$ cat src/rtl/exv_pkg.sv
package exv_pkg;

  localparam int CAUSE_W = 4;
  localparam int OFF_W   = 16;

  typedef enum logic [CAUSE_W-1:0] {
    CS_RESET   = 4'd0,
    CS_MCHK    = 4'd1,
    CS_IPI     = 4'd2,
    CS_TIMER   = 4'd3,
    CS_DEVICE  = 4'd4,
    CS_MEMFLT  = 4'd5,
    CS_UNALIGN = 4'd6,
    CS_ILLOP   = 4'd7,
    CS_ARITH   = 4'd8,
    CS_FPOFF   = 4'd9,
    CS_GATE    = 4'd10
  } cause_e;

  localparam logic [OFF_W-1:0] GATE_PRIV_BASE = 16'h1000;
  localparam logic [OFF_W-1:0] GATE_USER_BASE = 16'h2000;

  // Fixed causes are spaced 128 bytes apart.
  function automatic logic [OFF_W-1:0] fixed_offset(input logic [CAUSE_W-1:0] c);
    return {5'd0, c, 7'd0};
  endfunction

  // Call gates: two regions of 64-byte slots, chosen by bit 7.
  function automatic logic [OFF_W-1:0] gate_offset(input logic [7:0] n);
    logic [OFF_W-1:0] base;
    base = n[7] ? GATE_USER_BASE : GATE_PRIV_BASE;
    return base + {3'd0, n[6:0], 6'd0};
  endfunction

  function automatic logic cause_known(input logic [CAUSE_W-1:0] c);
    return c <= CS_GATE;
  endfunction

endpackage

$ cat src/rtl/exv_irq_pick.sv
module exv_irq_pick #(
  parameter int IPL_W    = 3,
  parameter int DEV_MAX  = 3,
  parameter int TMR_MAX  = 4,
  parameter int IPI_MAX  = 5,
  parameter int MCHK_MAX = 6
) (
  input  logic [3:0]       req,      // [0] dev, [1] timer, [2] ipi, [3] mchk
  input  logic [IPL_W-1:0] ipl,
  input  logic             blocked,
  output logic             hit,
  output logic [exv_pkg::CAUSE_W-1:0] cause
);
  import exv_pkg::*;

  localparam int NSRC = 4;
  localparam int LIM [NSRC] = '{DEV_MAX, TMR_MAX, IPI_MAX, MCHK_MAX};
  localparam logic [CAUSE_W-1:0] SRC_CAUSE [NSRC] = '{CS_DEVICE, CS_TIMER, CS_IPI, CS_MCHK};

  logic [NSRC-1:0] elig;

  for (genvar g = 0; g < NSRC; g++) begin : g_elig
    assign elig[g] = req[g] && !blocked && (int'(ipl) <= LIM[g]);
  end

  // Ascending scan: later (higher-priority) sources override.
  always_comb begin
    hit   = 1'b0;
    cause = CS_RESET;
    for (int i = 0; i < NSRC; i++) begin
      if (elig[i]) begin
        hit   = 1'b1;
        cause = SRC_CAUSE[i];
      end
    end
  end

endmodule

$ cat src/rtl/exv_vec_gen.sv
module exv_vec_gen (
  input  logic [exv_pkg::CAUSE_W-1:0] cause,
  input  logic [7:0]                  gate_num,
  output logic [exv_pkg::OFF_W-1:0]   offset,
  output logic                        known
);
  import exv_pkg::*;

  always_comb begin
    known  = cause_known(cause);
    offset = (cause == CS_GATE) ? gate_offset(gate_num) : fixed_offset(cause);
  end

endmodule

$ cat src/rtl/exc_vector_unit.sv
module exc_vector_unit #(
  parameter int AW     = 64,
  parameter int CODE_W = 8
) (
  input  logic              clk,
  input  logic              rst_n,
  input  logic              irq_dev_i,
  input  logic              irq_timer_i,
  input  logic              irq_ipi_i,
  input  logic              irq_mchk_i,
  input  logic              exc_req_i,
  input  logic [3:0]        exc_cause_i,
  input  logic [CODE_W-1:0] exc_code_i,
  input  logic [AW-1:0]     cur_pc_i,
  input  logic [AW-1:0]     pal_base_i,
  input  logic [2:0]        ipl_i,
  input  logic              pal_mode_i,
  output logic [AW-1:0]     new_pc_o,
  output logic [AW-1:0]     exc_addr_o,
  output logic              pal_mode_o,
  output logic [CODE_W-1:0] err_code_o,
  output logic              taken_o,
  output logic              bad_cause_o
);
  import exv_pkg::*;

  logic                 irq_hit;
  logic [CAUSE_W-1:0]   irq_cause;
  logic [CAUSE_W-1:0]   sel_cause;
  logic [OFF_W-1:0]     sel_offset;
  logic                 sel_known;
  logic                 take_now;
  logic                 bad_now;
  logic [AW-1:0]        target_pc;
  logic [AW-1:0]        save_addr;

  exv_irq_pick #(.IPL_W(3)) pick_i (
    .req     ({irq_mchk_i, irq_ipi_i, irq_timer_i, irq_dev_i}),
    .ipl     (ipl_i),
    .blocked (pal_mode_i),
    .hit     (irq_hit),
    .cause   (irq_cause)
  );

  assign sel_cause = exc_req_i ? exc_cause_i : irq_cause;

  exv_vec_gen vec_i (
    .cause    (sel_cause),
    .gate_num (exc_code_i[7:0]),
    .offset   (sel_offset),
    .known    (sel_known)
  );

  assign take_now  = exc_req_i ? sel_known : irq_hit;
  assign bad_now   = exc_req_i && !sel_known;
  assign target_pc = pal_base_i + AW'(sel_offset);
  assign save_addr = {cur_pc_i[AW-1:1], cur_pc_i[0] | pal_mode_i};

  always_ff @(posedge clk) begin
    if (!rst_n) begin
      new_pc_o    <= '0;
      exc_addr_o  <= '0;
      pal_mode_o  <= 1'b0;
      err_code_o  <= '0;
      taken_o     <= 1'b0;
      bad_cause_o <= 1'b0;
    end else begin
      taken_o     <= take_now;
      bad_cause_o <= bad_now;
      if (take_now) begin
        new_pc_o   <= target_pc;
        exc_addr_o <= save_addr;
        pal_mode_o <= 1'b1;
        err_code_o <= exc_req_i ? exc_code_i : '0;
      end else begin
        pal_mode_o <= pal_mode_i;
      end
    end
  end

endmodule

$ cat config.mk
export PLATFORM = sky130hd
export DESIGN_NAME = exc_vector_unit
export DESIGN_NICKNAME = d
export VERILOG_FILES = /design/src/rtl/exv_pkg.sv /design/src/rtl/exv_irq_pick.sv /design/src/rtl/exv_vec_gen.sv /design/src/rtl/exc_vector_unit.sv
export SDC_FILE = /design/constraint.sdc
export NUM_CORES = 1
export LEC_CHECK = 0
export CELL_PAD_IN_SITES_DETAIL_PLACEMENT = 1
export CELL_PAD_IN_SITES_GLOBAL_PLACEMENT = 1
export CORE_ASPECT_RATIO = 1.4
export CORE_UTILIZATION = 32
export DETAILED_ROUTE_END_ITERATION = 6
export GPL_TIMING_DRIVEN = 0
export PLACE_DENSITY_LB_ADDON = 0.1
export SETUP_SLACK_MARGIN = 0.02
export SLEW_MARGIN = 40
export SYNTH_ARGS = -nofsm -noshare
export SYNTH_HDL_FRONTEND = slang
export SYNTH_SLANG_ARGS = --single-unit
$ cat constraint.sdc
create_clock -name clk -period 9.85 [get_ports clk]
set_input_delay 1.97 -clock clk [delete_from_list [all_inputs] [get_ports clk]]
set_output_delay 1.97 -clock clk [all_outputs]
set_load 0.01 [all_outputs]
==> results.py <==
metrics = {
    "synthesis": {
        "post_synth_num_cell_types": 55,
        "synth-edff-count": 0,
        "ys_warn_count": 0,
        "post_synthesis_instance_area_um2": 6574,
        "async_reset_ff_share_pct": 0,
        "synthDominantCellAreaShare_pct": 42.33,
        "synth.area.mux_share_pct": 0.1523,
        "synth_top_flop_cell": "sky130_fd_sc_hd__dfxtp_1",
        "yosys.area_share.adder_pct": 2.398,
        "ys_seq_elements": 139,
        "synth_top_family_by_area": "compound AO/OA/AOI/OAI gates",
        "synth.net_count": 972,
        "post_synth_and_or_nand_nor_area_fraction_pct": 21.95,
        "post_synth_xor_area_fraction_pct": 7.195,
        "syn-instance-count": 809,
        "synth_sequential_area_ratio_pct": 42.33,
        "synth_common_cells": "sky130_fd_sc_hd__nand2_1, sky130_fd_sc_hd__dfxtp_1, sky130_fd_sc_hd__a21oi_1",
        "synth_top_cell_by_area": "sky130_fd_sc_hd__dfxtp_1",
        "avgSynthCellArea_um2": 8.126,
        "fraction_of_the_mapped_netlist_area_in_compound_gates_pct": 22.14,
        "post_synth_main_area_contributors": "sky130_fd_sc_hd__dfxtp_1, sky130_fd_sc_hd__nand2_1, sky130_fd_sc_hd__a21oi_1",
        "yosysMostFrequentCell": "sky130_fd_sc_hd__nand2_1",
    },
    "timing": {
        "final.setup_skew_ps": 0,
        "achievable-frequency_ghz": 0.1748,
        "rsz0062_at_grt": "false",
        "hold_viol": 0,
        "worstMarginPinSlew_ps": 694.6,
        "fin_setup_tns_ps": 0,
        "finalSetupViolations": 0,
        "fin_crit_ps": 5720,
        "maxSlewHeadroom_pct": 53.70,
        "post-route-period-util_pct": 58.07,
        "slew_viol_final": 0,
    },
    "power": {
        "p_int_mw": 1.146,
        "sw_frac_of_total_pct": 28.58,
        "p_total_mw": 1.604,
        "ir_drop_mv": 0.1076,
        "netSwitchingPower_mw": 0.4585,
        "share_seq_of_total_power_pct": 39.4,
        "power.clock.fraction_pct": 38.5,
        "share_comb_of_total_power_pct": 22.1,
        "total_leakage_power_nw": 3.729,
        "power.density_nw_per_um2": 155.2,
    },
    "worst_setup_path": {
        "worstSetupPathType": "in -> reg",
        "crit_path_cell_trace": "clkdlybuf4s50_1 -> inv_1 -> a31oi_1 -> a21oi_1 -> nor3b_1 -> a222oi_1 -> inv_1 -> ha_1 -> o211ai_1 -> o21ai_2 -> o2111ai_1 -> clkbuf_1 -> a211oi_1 -> xnor2_1 -> a21oi_1",
        "critical_path_arrival_ps": 6010,
        "timing.critical_path.from_type": "input port",
        "critPathMaxStageDelay_ps": 560,
        "timing.critical_path.fanout_max": 10,
        "data_required_time_at_the_worst_endpoint_ps": 10140,
        "worst_setup_path_end_kind": "flop",
        "slowest_stage": "sky130_fd_sc_hd__clkdlybuf4s50_1",
    },
    "final_layout": {
        "post-route-cell-area_um2": 10340,
        "final-instance-count-excl-fill": 1382,
        "area.growth.synth_to_final_pct": 57.25,
        "drive_gt1_share_pct": 5.934,
        "nNetsFinal": 1279,
    },
    "clock_network": {
        "numClockSinks": 139,
        "cts.hold.buffers_added": 0,
        "tritoncts_buffer_count": 17,
        "cts.path.max_buffers": 2,
        "post_cts_resized": 0,
        "clkTransAtPathRegs_ps": 60,
        "cts_max_level": 4,
        "clk_root_buffer_cell": "sky130_fd_sc_hd__clkbuf_16",
        "cts_post_setup_buffers_inserted": 0,
        "clkLatencyLatePin_ps": 420,
        "cts_tree": "done",
    },
    "route": {
        "routed.top_layer": "met4",
        "finalWirelength_um": 25080,
        "dr.first_iter.drc_count": 185,
        "first_pass_iters": 4,
        "drc_errors": 0,
        "wl_met3_um": 1744,
        "detail_route.wl_per_cell_um": 18.15,
        "drt-met1-wl_um": 9512,
        "postRouteAntennaNets": 0,
        "dr_wl_met2_um": 13400,
        "vias": 6862,
        "via_per_inst": 4.965,
    },
    "placement": {
        "instance_count_after_placement_with_tap_cells_included": 1349,
        "detailed_place.area_um2": 9773,
        "place.gp.congestion": 0.7918,
        "dp.final_hpwl_um": 19410,
        "io_buffers": 288,
    },
    "floorplanning": {
        "floorplan.core_area_um2": 20000,
        "die_height_um": 171.6,
        "dieArea_um2": 21130,
        "rows": 61,
        "die_width_um": 123.1,
        "ioPinCount": 290,
        "start_util_pct": 32.87,
    },
    "grt": {
        "grt_first_pass_wirelength_um": 37870,
        "first_global_vias": 7064,
        "antenna_found_initial": 1,
        "grt_overflow": 0,
        "maximum_number_of_pins_on_one_net_before_global_route_repair": 17,
        "grt.total_usage_pct": 23.74,
    },
    "min_path": {
        "hold_class": "reg -> reg",
    },
    "run": {
        "drv_cap": 0,
    },
    "run_status": {
        "outcome": "complete, no violations",
    },
}
-- registers in the layout (all words and copies together) (netlist names) --
| signal | cells |
|---|---|
| bad_cause_o | 1 |
| err_code_o | 8 |
| exc_addr_o | 64 |
| new_pc_o | 64 |
| pal_mode_o | 1 |
| taken_o | 1 |
-- logic make-up after synthesis --
| kind of cell | Yosys count |
|---|---|
| simple gates | 306 |
| compound gates | 233 |
| flops | 139 |
| buf+inv | 64 |
| xor+xnor | 54 |
| fa+ha+maj | 12 |
| mux | 1 |
-- metrics by stage --
step / worst slack (ps) / hold slack, ps / utilization (%)
floorplan: 5145 / 476.1 / -
global placement: 3618 / 439.4 / 48.87
detailed placement: 3706 / 445.9 / 48.87
CTS: 4123 / 453.3 / 51.68
global route: 3752 / 473.2 / 51.70
finish: 4130 / 449.0 / 51.70
-- cell usage in the layout (no fill, tap or decap), types with 4 or more instances in the layout --
cell type / synthesis / final
sky130_fd_sc_hd__xnor2_1: 48 / 48
sky130_fd_sc_hd__clkbuf_1: 40 / 41
sky130_fd_sc_hd__and3_1: 4 / 4
sky130_fd_sc_hd__nand2_1: 185 / 185
sky130_fd_sc_hd__dfxtp_1: 139 / 139
sky130_fd_sc_hd__clkinvlp_4: 0 / 4
sky130_fd_sc_hd__o21ai_0: 51 / 51
sky130_fd_sc_hd__nand4_1: 12 / 12
sky130_fd_sc_hd__buf_1: 7 / 6
sky130_fd_sc_hd__a211oi_1: 9 / 9
sky130_fd_sc_hd__a2111oi_2: 6 / 6
sky130_fd_sc_hd__nor2_1: 32 / 32
sky130_fd_sc_hd__inv_1: 13 / 13
sky130_fd_sc_hd__nor2b_1: 4 / 4
sky130_fd_sc_hd__nor3_1: 13 / 13
sky130_fd_sc_hd__nor4_2: 6 / 6
sky130_fd_sc_hd__and2_1: 4 / 4
sky130_fd_sc_hd__a2111oi_4: 6 / 6
sky130_fd_sc_hd__clkdlybuf4s50_1: 0 / 288
sky130_fd_sc_hd__clkbuf_16: 0 / 17
sky130_fd_sc_hd__o211ai_1: 4 / 4
sky130_fd_sc_hd__ha_1: 11 / 11
sky130_fd_sc_hd__a21oi_1: 137 / 137
sky130_fd_sc_hd__nand3_1: 29 / 29
sky130_fd_sc_hd__xor2_1: 6 / 6
-- metal layers --
layer	GRT usage (%)	vias to the layer above
met1	24.06	3217
met2	45.69	204
li1	-	3415
met3	6.963	26
met5	0	-
met4	7.072	0
-- final timing paths --
check / startpoint / to / slack, ps / cells after the start
worst max-delay path: pal_mode_i / new_pc_o[33] / 4130 / 15
worst min-delay path: new_pc_o[10] / new_pc_o[10] / 450 / 2
worst max register to register: new_pc_o[11] / new_pc_o[11] / 9130 / 2
worst min register to register: new_pc_o[10] / new_pc_o[10] / 450 / 2
-- critical path, delay by kind of cell --
family	cells	cell delay (ps)
simple gates	1	490
buf+inv	4	1310
compound gates	8	1770
xor+xnor	1	200
fa+ha+maj	1	270
-- power groups by stage --
stage	clock, mW	sequential (mW)	combinational (mW)
after CTS	0.631	0.633	0.360
final	0.618	0.633	0.354
after global placement	0	0.643	0.354
after floorplan	0	0.667	0.119
after global routing	0.655	0.638	0.385
after detailed placement	0	0.645	0.357
-- final cells by class --
cell class	instances	area (um^2)
multi-input combinational	606	3538
timing repair buffer	288	2883
clock inverter	13	118.9
antenna	1	2.502
clock buffer	19	442.9
fill	2432	9659
tap	252	315.3
buffer	50	201.4
sequential	139	2783
inverter	14	52.55
Power figures use the tool's default switching activity.
